`src/rtl/pce_pkg.sv`:
```
package pce_pkg;
  typedef enum logic [1:0] {
    RATE_HALF     = 2'd0,
    RATE_2_OF_3   = 2'd1,
    RATE_3_OF_4   = 2'd2,
    RATE_ALT_HALF = 2'd3
  } rateSel_e;

  // strobes from control to datapath, one set per clock
  typedef struct packed {
    logic take;   // input bit consumed this cycle
    logic clear;  // frame start: zero code memory
    logic keepA;  // keep the 133 output of this bit
    logic keepB;  // keep the 171 output of this bit
  } ctrlStrobes_t;
endpackage

```
`src/rtl/pce_ctrl.sv`:
```
module pce_ctrl
  import pce_pkg::*;
#(
  parameter int LVL_W = 2
) (
  input  logic             clk,
  input  logic             rst,
  input  logic             start,
  input  logic             punctEn,
  input  logic [1:0]       rateSel,
  input  logic             inValid,
  input  logic [LVL_W-1:0] bufLevel,
  output logic             inReady,
  output ctrlStrobes_t     ctl
);
  localparam int PH_W = 2;

  rateSel_e rateEff;
  logic [PH_W-1:0] phase;
  logic [PH_W-1:0] lastPhase;

  always_comb begin
    if (!punctEn) rateEff = RATE_HALF;
    else          rateEff = rateSel_e'(rateSel);
  end

  always_comb begin
    unique case (rateEff)
      RATE_2_OF_3: lastPhase = PH_W'(1);
      RATE_3_OF_4: lastPhase = PH_W'(2);
      default:     lastPhase = '0;
    endcase
  end

  // room for two new bits only once the stage holds at most one
  assign inReady = !start && (bufLevel < LVL_W'(2));

  always_comb begin
    ctl.take  = inValid && inReady;
    ctl.clear = start;
    unique case (rateEff)
      RATE_2_OF_3: begin
        ctl.keepA = 1'b1;
        ctl.keepB = (phase == '0);
      end
      RATE_3_OF_4: begin
        ctl.keepA = (phase != PH_W'(2));
        ctl.keepB = (phase != PH_W'(1));
      end
      default: begin
        ctl.keepA = 1'b1;
        ctl.keepB = 1'b1;
      end
    endcase
  end

  always_ff @(posedge clk) begin
    if (rst || start) phase <= '0;
    else if (ctl.take) phase <= (phase >= lastPhase) ? '0 : phase + 1'b1;
  end
endmodule

```
`src/rtl/pce_datapath.sv`:
```
module pce_datapath
  import pce_pkg::*;
#(
  parameter int           K     = 7,
  parameter logic [K-1:0] G_A   = 7'o133,
  parameter logic [K-1:0] G_B   = 7'o171,
  parameter int           LVL_W = 2
) (
  input  logic             clk,
  input  logic             rst,
  input  logic             inBit,
  input  ctrlStrobes_t     ctl,
  output logic [LVL_W-1:0] bufLevel,
  output logic             outValid,
  output logic             outBit
);
  localparam int MEM   = K - 1;
  localparam int NGEN  = 2;

  logic [MEM-1:0]  hist;     // hist[MEM-1] newest, hist[0] oldest
  logic [K-1:0]    win;
  logic [NGEN-1:0] coded;

  assign win = {inBit, hist};

  for (genvar g = 0; g < NGEN; g++) begin : gGen
    localparam logic [K-1:0] TAPS = (g == 0) ? G_A : G_B;
    assign coded[g] = ^(win & TAPS);
  end

  always_ff @(posedge clk) begin
    if (rst || ctl.clear) hist <= '0;
    else if (ctl.take)    hist <= win[K-1:1];
  end

  // two-slot holding stage, slot[0] leaves first
  logic [1:0]       slot, slotN;
  logic [LVL_W-1:0] lvlN;
  logic             validN, bitN;

  always_comb begin
    slotN  = slot;
    lvlN   = bufLevel;
    validN = 1'b0;
    bitN   = 1'b0;
    if (bufLevel != '0) begin
      validN = 1'b1;
      bitN   = slot[0];
      slotN  = {1'b0, slot[1]};
      lvlN   = bufLevel - 1'b1;
    end
    // control only takes when the stage empties this cycle
    if (ctl.take) begin
      unique case ({ctl.keepA, ctl.keepB})
        2'b11: begin slotN = {coded[1], coded[0]}; lvlN = LVL_W'(2); end
        2'b10: begin slotN = {1'b0, coded[0]};     lvlN = LVL_W'(1); end
        2'b01: begin slotN = {1'b0, coded[1]};     lvlN = LVL_W'(1); end
        default: ;
      endcase
    end
  end

  always_ff @(posedge clk) begin
    if (rst) begin
      slot     <= '0;
      bufLevel <= '0;
      outValid <= 1'b0;
      outBit   <= 1'b0;
    end else begin
      slot     <= slotN;
      bufLevel <= lvlN;
      outValid <= validN;
      outBit   <= bitN;
    end
  end
endmodule

```
`src/rtl/punct_conv_enc.sv`:
```
module punct_conv_enc
  import pce_pkg::*;
#(
  parameter int           K   = 7,
  parameter logic [K-1:0] G_A = 7'o133,
  parameter logic [K-1:0] G_B = 7'o171
) (
  input  logic       clk,
  input  logic       rst,
  input  logic       start,
  input  logic       punctEn,
  input  logic [1:0] rateSel,
  input  logic       inValid,
  input  logic       inBit,
  output logic       inReady,
  output logic       outValid,
  output logic       outBit
);
  localparam int LVL_W = 2;

  ctrlStrobes_t     ctl;
  logic [LVL_W-1:0] bufLevel;

  pce_ctrl #(.LVL_W(LVL_W)) uCtrl (
    .clk(clk), .rst(rst), .start(start), .punctEn(punctEn),
    .rateSel(rateSel), .inValid(inValid), .bufLevel(bufLevel),
    .inReady(inReady), .ctl(ctl)
  );

  pce_datapath #(.K(K), .G_A(G_A), .G_B(G_B), .LVL_W(LVL_W)) uData (
    .clk(clk), .rst(rst), .inBit(inBit), .ctl(ctl),
    .bufLevel(bufLevel), .outValid(outValid), .outBit(outBit)
  );
endmodule

```
`config.mk`:
```
export PLATFORM = sky130hd
export DESIGN_NAME = punct_conv_enc
export DESIGN_NICKNAME = d
export VERILOG_FILES = /design/src/rtl/pce_pkg.sv /design/src/rtl/pce_ctrl.sv /design/src/rtl/pce_datapath.sv /design/src/rtl/punct_conv_enc.sv
export SDC_FILE = /design/constraint.sdc
export NUM_CORES = 1
export LEC_CHECK = 0
export CAP_MARGIN = 5
export CORE_MARGIN = 5
export CORE_UTILIZATION = 45
export DETAILED_ROUTE_END_ITERATION = 6
export PLACE_DENSITY_LB_ADDON = 0.1
export SLEW_MARGIN = 15
export SYNTH_ARGS = -nofsm -noshare
export SYNTH_HDL_FRONTEND = slang
export SYNTH_HIERARCHICAL = 1
export SYNTH_SLANG_ARGS = --single-unit
```
`constraint.sdc`:
```
create_clock -name clk -period 2.11 [get_ports clk]
set_input_delay 0.422 -clock clk [delete_from_list [all_inputs] [get_ports clk]]
set_output_delay 0.422 -clock clk [all_outputs]
set_load 0.01 [all_outputs]
```
==> results.yml, run 1 <==
run_status:
  outcome: "complete, no violations"
synth:
  synth_cell_type_count: 27
  synth_area_leaders: "dfxtp_1 (33%), ha_1 (18%), mux2i_1 (7.1%)"
  synth_flop_cell: "dfxtp_1"
  synth_cells: 89
  avgSynthCellArea_um2: 9.461
  synth_top_area_share_pct: 33.28
  muxShareOfSynthArea_pct: 7.132
  syn_nets: 109
  synth-adder-area-share_pct: 17.83
  synth_most_common_cell: "dfxtp_1"
  synth_edf_count: 0
  yosys.area.top_type: "dfxtp_1"
  synth_top_family_by_area: "simple AND/OR/NAND/NOR gates"
  synth_simple_gate_area_share_pct: 18.87
  synth_xor_area_share_pct: 8.470
  yosys_warnings: 6
  synth-async-reset-ratio_pct: 0
  syn-cell-area_um2: 842.1
  ys_seq_area_share_pct: 33.28
  ys_seq_elements: 14
  ys_top_cells_by_count: "dfxtp_1 (14), nor2_1 (13), ha_1 (12)"
  synth_compound_area_share_pct: 9.361
final_layout:
  multi_input_area_um2: 571.8
  layout-drive-gt1-share_pct: 26.85
  seq_area_um2: 280.3
  areaGrowthSynthToFinish_pct: 31.65
  stdcell_area_um2: 1109
  nets: 129
  fillers: 163
  antenna_cells: 0
detailed_routing:
  wl_um: 1570
  wire_per_inst_um: 11.80
  drt_first_pass_iters: 4
  drtAntennaViolNets: 0
  vias: 669
  vias_per_cell: 5.030
  drc: 0
  drtIter0Drc: 14
cts:
  clk_pin_slew_ns: 0.09
  clock_path_buffers: 2
  clkLatencyLatePin_ns: 0.29
  root_buffer: "clkbuf_4"
  cts_tree: "yes"
  cts_max_level: 1
  cts.sinks: 14
  cts_buffers: 3
pwr:
  comb_power_share_pct: 21.6
  p_seq_share_pct: 45.8
  p_int_mw: 0.4463
  p_switching_mw: 0.1548
  power.density_nw_per_um2: 542.3
  clock_power_share_pct: 32.6
  p_leak_nw: 0.4730
  power_mw: 0.6011
  vdd_drop_max_v: 0.0003739
  power.share.switching_pct: 25.75
flow_run:
  drv_cap: 0
die:
  rows: 15
  fp.dieW_um: 53.26
  coreArea_um2: 1745
  start_util_pct: 48.24
  die_h_um: 53.26
  io_pins: 11
  die-area_um2: 2836
grt:
  overflow: 0
  grt_max_degree: 12
  antenna_found_initial: 0
  grt_pass1_vias: 662
  grt_pass1_wl_um: 2760
  track_usage_pct: 13.61
timing:
  setup_violations: 0
  worstMarginPinSlew_ns: 0.3862
  slew_headroom_pct: 74.25
  fmax_mhz: 507.7
  period_minus_slack_ns: 1.970
  finalHoldViolCount: 0
  finalMaxSlewViolations: 0
  rsz0062_at_grt: "no"
  fin_hold_ws_ns: 0.4742
  min_period_over_period_pct: 93.35
  clock_skew_ns: 0.004181
placed_design:
  io_buffers: 10
  dp_hpwl_um: 1206
  place_congestion: 0.7819
  place_area_um2: 1010
setup_path:
  path_delay_family: "buffers and inverters"
  critPathArrivalTime_ns: 2.18
  cp.depth: 12
  worstPathCellList: "clkdlybuf4s50_1 > and2_4 > inv_1 > ha_1 > inv_2 > o21ai_2 > inv_1 > ha_2 > nor2b_1 > buf_4 > buf_4 > a211oi_2"
  r2r-end: "uData/slot[0]$_SDFF_PP0_"
  cp_slowest_stage_delay_ns: 0.46
  end_kind: "flop"
  r2r_start: "uCtrl/phase[0]$_SDFFE_PP0P_"
  critPathLaunch: "rateSel[0]"
  crit_type: "in2reg"
  reg2reg_depth: 10
  cp_max_fo: 6
  cp_slowest_cell: "clkdlybuf4s50_1"
  critPathCapture: "uData/slot[0]$_SDFF_PP0_"
  cp.buffers_inverters: 6
  cp-start-kind: "primary input"
  required_ns: 2.32
  reg2reg_slack_ns: 0.40
hold_path:
  hold_path_class: "reg2reg"
## power by group through the flow
stage               combinational [mW]  clock, mW  sequential [mW]
CTS                              0.114      0.198            0.275
global route                     0.144      0.210            0.276
detailed placement               0.111          0            0.281
floorplan                       0.0626          0            0.281
finish                           0.130      0.196            0.275
global placement                 0.109          0            0.281
## metal layers
layer  global-route usage, %  part of all wire [%]  wire, um  vias up
met3                   5.352                   5.8        91        2
met5                       0                     0         0        -
met2                   22.86                    49       767       17
met4                   5.106                  0.89        14        0
li1                        -                     -         -      339
met1                   15.27                    44       697      311
## flip-flops by register name, indices dropped and copies added (netlist names)
name / cells
uCtrl/phase: 2
uData/bufLevel: 2
uData/hist: 6
uData/outBit: 1
uData/outValid: 1
uData/slot: 2
## stage by stage
stage	TNS [ns]	utilization (%)	std cells	setup slack, ns
after floorplan	0	-	89	0.08222
after global placement	-1.066	57.85	128	-0.3440
after detailed placement	-1.355	57.85	128	-0.3977
after CTS	0	60.22	132	0.003994
after global routing	0	63.51	133	0.04197
final	0	63.51	133	0.1404
## area by class of cell
class	count	area share (%)
tap	25	2.822
timing repair buffer	18	14.67
sequential	14	25.28
inverter	7	2.370
clock buffer	4	3.273
multi-input combinational	65	51.58
## worst min-delay path by stage
stage                                         from                  endpoint  cells past startpoint
final                     uData/slot[1]$_SDFF_PP0_  uData/slot[1]$_SDFF_PP0_                      2
after global routing      uData/slot[1]$_SDFF_PP0_  uData/slot[1]$_SDFF_PP0_                      2
after CTS                 uData/slot[1]$_SDFF_PP0_  uData/slot[1]$_SDFF_PP0_                      2
after detailed placement  uData/slot[0]$_SDFF_PP0_   uData/outBit$_SDFF_PP0_                      1
after global placement    uData/slot[1]$_SDFF_PP0_  uData/slot[1]$_SDFF_PP0_                      2
after floorplan           uData/slot[0]$_SDFF_PP0_   uData/outBit$_SDFF_PP0_                      1
## cell families after synthesis
group	count (synthesis)
muxes	6
buffers and inverters	10
and+or+nand+nor	31
DFF	14
xor gates and xnor gates	4
adders and majority gates	12
AOI/OAI and AO/OA	12
## worst min-delay path, stage by stage, from the launching register on
cell	delay, ns
dfxtp_1	0.31
nand3_1	0.06
a21oi_1	0.06
## placed cells by master (no fill, tap or decap), types with 2 or more instances in the layout
cell type / instances
a211oi_2: 2
a21oi_1: 3
buf_4: 8
clkbuf_4: 3
clkdlybuf4s50_1: 9
dfxtp_1: 14
ha_1: 10
inv_1: 5
inv_2: 2
mux2i_1: 6
nand2_1: 3
nand2b_1: 2
nand3_1: 5
nor2_1: 11
nor2_2: 2
nor2b_1: 2
o21ai_2: 2
o22ai_1: 2
## timing repair
action	CTS	global route
pin swaps	0	4
setup endpoints to repair	3	4
cloned	0	0
resized for setup	3	14
setup buffers	0	1
hold buffers	0	0
Note: power is estimated with default switching activity, not from simulation.
==> inputs of run 2 (changes only) <==
--- a/config.mk
+++ b/config.mk
@@ -10,6 +10,7 @@
 export CORE_UTILIZATION = 45
 export DETAILED_ROUTE_END_ITERATION = 6
 export PLACE_DENSITY_LB_ADDON = 0.1
+export SETUP_SLACK_MARGIN = 0.05
 export SLEW_MARGIN = 15
 export SYNTH_ARGS = -nofsm -noshare
 export SYNTH_HDL_FRONTEND = slang
==> run 2 against run 1 <==
Against the previous run: worst setup slack better by 0.0060 ns; non-clock buffer count is 1 higher; via count is 3.1% lower; design area is 0.45% higher; flip-flop and latch count stayed put; core utilization is 0.29 points higher; register-to-register slack hardly changed; total power hardly changed; die area stayed put; critical endpoint unchanged.
==> results.yml, run 2 (same netlist as run 1, synthesis figures left out) <==
run_status:
  outcome: "complete, no violations"
die:
  io_pins: 11
  rows: 15
  die_h_um: 53.26
  fp.dieW_um: 53.26
  start_util_pct: 48.24
  coreArea_um2: 1745
  die-area_um2: 2836
pwr:
  vdd_drop_max_v: 0.0003740
  power.density_nw_per_um2: 540.1
  p_leak_nw: 0.4760
  power_mw: 0.6014
setup_path:
  crit_type: "in2reg"
  critPathArrivalTime_ns: 2.17
  cp-start-kind: "primary input"
  required_ns: 2.32
  cp_max_fo: 6
  end_kind: "flop"
grt:
  antenna_found_initial: 0
  overflow: 0
  track_usage_pct: 13.96
  grt_use_met2_pct: 23.67
  use_met1_pct: 15.44
  grt-busiest-layer: "met2"
  grt_max_degree: 12
  grt_util_met3_pct: 5.352
  grt_pass1_wl_um: 2829
  grt_pass1_vias: 685
cts:
  cts_max_level: 1
  clk_pin_slew_ns: 0.09
  cts_buffers: 3
  cts_tree: "yes"
  root_buffer: "clkbuf_4"
  clkLatencyLatePin_ns: 0.28
  cts.sinks: 14
  ctsHoldBuffers: 0
  clock_path_buffers: 2
final_layout:
  layout-drive-gt1-share_pct: 27.52
  areaGrowthSynthToFinish_pct: 32.24
  largest_reg_flops: 6
  final_common_cell: "dfxtp_1"
  nets: 130
  largest_register: "uData/hist"
  final_cell_mix: "dfxtp_1 (14), nor2_1 (12), ha_1 (10)"
  fin_cells: 134
  antenna_cells: 0
  fillers: 164
timing:
  finalMaxSlewViolations: 0
  finalHoldViolCount: 0
  fmax_mhz: 509.3
  period_minus_slack_ns: 1.964
  setup_violations: 0
  rsz0062_at_grt: "no"
  clock_skew_ns: 0.003519
  min_period_over_period_pct: 93.06
  slew_headroom_pct: 74.15
  worstMarginPinSlew_ns: 0.3877
placed_design:
  io_buffers: 10
  dp_hpwl_um: 1206
  place_congestion: 0.7819
  place_inst: 128
detailed_routing:
  drt_first_pass_iters: 4
  vias_per_cell: 4.836
  drtAntennaViolNets: 0
  drc: 0
  wl_um: 1582
  vias: 648
  drtIter0Drc: 13
  wire_per_inst_um: 11.81
flow_run:
  drv_cap: 0
hold_path:
  hold_path_class: "reg2reg"
-- run 2: area by class of cell --
cell class | count | area [um2] | area share, %
clock buffer | 4 | 36.28 | 3.258
inverter | 7 | 26.28 | 2.360
multi-input combinational | 65 | 569.3 | 51.12
sequential | 14 | 280.3 | 25.17
tap | 25 | 31.28 | 2.809
timing repair buffer | 19 | 170.2 | 15.28
-- run 2: final timing paths --
| kind | end | depth (start not counted) | start | slack [ns] |
|---|---|---|---|---|
| hold reg to reg | uData/slot[1]$_SDFF_PP0_ | 2 | uData/slot[1]$_SDFF_PP0_ | 0.47 |
| hold / removal | uData/slot[1]$_SDFF_PP0_ | 2 | uData/slot[1]$_SDFF_PP0_ | 0.47 |
| setup / recovery | uData/slot[0]$_SDFF_PP0_ | 11 | rateSel[1] | 0.15 |
| setup reg to reg | uData/slot[0]$_SDFF_PP0_ | 10 | uCtrl/phase[1]$_SDFFE_PP0P_ | 0.40 |
-- run 2: routing by layer --
layer / vias to the layer above / share of wire [%]
li1: 340 / -
met2: 9 / 48
met1: 297 / 46
met4: 0 / 0.88
met5: - / 0
met3: 2 / 4.4
-- run 2: critical path, cell delays in order --
cell             delay [ns]
clkdlybuf4s50_1        0.48
nand2_2                0.09
ha_1                   0.23
a21oi_2                0.15
o21ai_2                0.08
inv_2                  0.06
ha_2                   0.17
nor2b_1                0.04
buf_4                  0.15
buf_4                  0.13
a211oi_2               0.17
-- run 2: timing repair --
action | CTS | global route
gates resized for setup | 11 | 6
endpoints found under the setup margin | 4 | 4
pin swaps | 2 | 5
hold endpoints to repair | 0 | 0
setup buffers | 0 | 2
-- run 2: power by group --
group          internal, mW  switching, mW
combinational        0.0706         0.0596
sequential            0.271        0.00488
clock                 0.105         0.0906
total                 0.446          0.155
-- run 2: metrics by stage --
| step | setup slack (ns) | util [%] | instance area [um2] | hold WS [ns] | setup TNS (ns) |
|---|---|---|---|---|---|
| final | 0.1464 | 63.80 | 1114 | 0.4733 | 0 |
| after global routing | 0.05631 | 63.80 | 1114 | 0.5175 | 0 |
| after CTS | 0.06997 | 62.22 | 1086 | 0.4759 | 0 |
| after detailed placement | -0.3977 | 57.85 | 1010 | 0.4515 | -1.355 |
| after global placement | -0.3440 | 57.85 | 1010 | 0.4533 | -1.066 |
| after floorplan | 0.08222 | - | 842.1 | 0.4307 | 0 |
==> inputs of run 3 (changes only) <==
--- a/config.mk
+++ b/config.mk
@@ -5,9 +5,10 @@
 export SDC_FILE = /design/constraint.sdc
 export NUM_CORES = 1
 export LEC_CHECK = 0
-export CAP_MARGIN = 5
+export ABC_CLOCK_PERIOD_IN_PS = 2110
+export CAP_MARGIN = 20
 export CORE_MARGIN = 5
-export CORE_UTILIZATION = 45
+export CORE_UTILIZATION = 47
 export DETAILED_ROUTE_END_ITERATION = 6
 export PLACE_DENSITY_LB_ADDON = 0.1
 export SETUP_SLACK_MARGIN = 0.05
==> run 3 against run 2 <==
Against the previous run: first-iteration DRC count decreased by 62%; core utilization is 2.5 points higher; clock power is 5% lower; critical path type unchanged; largest cell class unchanged; largest power group unchanged.
==> results.yml, run 3 (same netlist as run 1, synthesis figures left out) <==
timing:
  finalHoldViolCount: 0
  worstMarginPinSlew_ns: 0.3679
  layout_setup_ws_ns: 0.1388
  rsz0062_at_grt: "no"
  slew_headroom_pct: 75.47
  fmax_mhz: 507.3
  finalMaxSlewViolations: 0
  clock_skew_ns: 0.002767
  min_period_over_period_pct: 93.42
  setup_violations: 0
  period_minus_slack_ns: 1.971
grt:
  track_usage_pct: 12.51
  grt_max_degree: 12
  overflow: 0
  grt_pass1_wl_um: 2608
  antenna_found_initial: 0
  grt_pass1_vias: 667
final_layout:
  nets: 130
  areaGrowthSynthToFinish_pct: 34.47
  final_common_cell: "dfxtp_1"
  antenna_cells: 0
  final_cell_mix: "dfxtp_1 (14), nor2_1 (11), clkdlybuf4s50_1 (9), buf_4 (9), ha_1 (9)"
  stdcell_area_um2: 1132
  fin_cells: 134
  largest_register: "uData/hist"
  largest_reg_flops: 6
  final_core_util_pct: 66.30
  layout-drive-gt1-share_pct: 30.28
die:
  die-area_um2: 2738
  coreArea_um2: 1708
  io_pins: 11
  rows: 15
  start_util_pct: 49.30
  die_h_um: 52.33
  fp.dieW_um: 52.33
cts:
  ctsHoldBuffers: 0
  clkLatencyLatePin_ns: 0.27
  cts_max_level: 1
  cts_tree: "yes"
  clock_path_buffers: 2
  cts.sinks: 14
  root_buffer: "clkbuf_4"
  clk_pin_slew_ns: 0.08
  cts_buffers: 3
pwr:
  power.density_nw_per_um2: 530.5
  p_leak_nw: 0.4771
  vdd_drop_max_v: 0.0003468
detailed_routing:
  wl_um: 1489
  drt_first_pass_iters: 3
  drtAntennaViolNets: 0
  drc: 0
  wire_per_inst_um: 11.11
  drtIter0Drc: 5
  vias: 642
  vias_per_cell: 4.791
setup_path:
  critPathArrivalTime_ns: 2.13
  r2r_start: "uCtrl/phase[0]$_SDFFE_PP0P_"
  r2r-end: "uData/slot[0]$_SDFF_PP0_"
  end_kind: "flop"
  crit_top_cell: "inv_2"
  required_ns: 2.27
  cp_slowest_cell: "clkdlybuf4s50_1"
  reg2reg_depth: 9
  critPathLaunch: "rateSel[0]"
  cp_slowest_stage_delay_ns: 0.40
  cp_max_fo: 6
  crit_type: "in2reg"
  worstPathCellList: "clkdlybuf4s50_1 > and2_4 > inv_1 > ha_1 > inv_2 > o21ai_2 > inv_2 > ha_4 > nor2b_1 > buf_4 > nor3b_2 > a21oi_2 > nor2_1"
  critPathCapture: "uData/bufLevel[0]$_SDFF_PP0_"
  reg2reg_slack_ns: 0.40
  cp-start-kind: "primary input"
placed_design:
  place_area_um2: 1025
  place_inst: 130
  dp_slack_ns: -0.3304
  io_buffers: 10
  dp_hpwl_um: 1151
  place_congestion: 0.7728
flow_run:
  drv_cap: 0
run_status:
  outcome: "complete, no violations"
hold_path:
  hold_path_class: "reg2reg"
[run 3: changes by cell type in the layout (fill, tap and decap cells not counted)]
cell / before / now
nor2_2: 1 / 2
ha_1: 10 / 9
ha_4: 1 / 2
a21oi_2: 1 / 2
a21oi_1: 3 / 2
nor2_1: 12 / 11
[run 3: cell type report]
class	instances	area, um2
Inverter	7	26.28
Multi-Input combinational cell	65	588.1
Fill cell	134	575.6
Timing Repair Buffer	19	170.2
Clock buffer	4	36.28
Tap cell	25	31.28
Sequential cell	14	280.3
[run 3: layer usage]
layer | wire length, um | global-route usage (%) | vias up
met5 | 0 | 0 | -
li1 | - | - | 335
met2 | 780 | 22.73 | 7
met1 | 643 | 13.74 | 296
met3 | 48 | 3.704 | 4
met4 | 18 | 3.830 | 0
[run 3: stage by stage]
stage	setup TNS (ns)	hold WS, ns	total power [mW]
2_1_floorplan	0	0.4307	0.3434
3_3_place_gp	-0.8643	0.4520	0.3930
3_5_place_dp	-1.098	0.4499	0.3951
4_1_cts	0	0.4662	0.5947
5_1_grt	0	0.5080	0.6387
6_report	0	0.4687	0.6007
[run 3: report_power, final]
group	switching (mW)	total [mW]	leakage (nW)	internal (mW)
Combinational	0.0621	0.138	0.343	0.0760
Clock	0.0825	0.187	0.0210	0.105
Sequential	0.00474	0.275	0.113	0.271
Total	0.149	0.601	0.477	0.451
[run 3: worst min-delay path by stage]
stage                                         from  cells past startpoint                  endpoint
after global routing      uData/slot[0]$_SDFF_PP0_                      1   uData/outBit$_SDFF_PP0_
after global placement    uData/slot[1]$_SDFF_PP0_                      2  uData/slot[1]$_SDFF_PP0_
after floorplan           uData/slot[0]$_SDFF_PP0_                      1   uData/outBit$_SDFF_PP0_
after detailed placement  uData/slot[0]$_SDFF_PP0_                      1   uData/outBit$_SDFF_PP0_
after CTS                 uData/slot[1]$_SDFF_PP0_                      2  uData/slot[1]$_SDFF_PP0_
final                     uData/slot[1]$_SDFF_PP0_                      2  uData/slot[1]$_SDFF_PP0_
[run 3: repair_timing]
action	in CTS	in global routing
hold endpoints to repair	0	0
setup buffers	0	0
endpoints found under the setup margin	3	4
resized for setup	6	15
pin swaps	0	4
[run 3: worst max-delay path, delay by kind of cell]
family,cells,cell delay [ns]
AOI/OAI and AO/OA,2,0.27
adders and majority gates,2,0.32
buffers and inverters,5,0.74
and+or+nand+nor,4,0.39
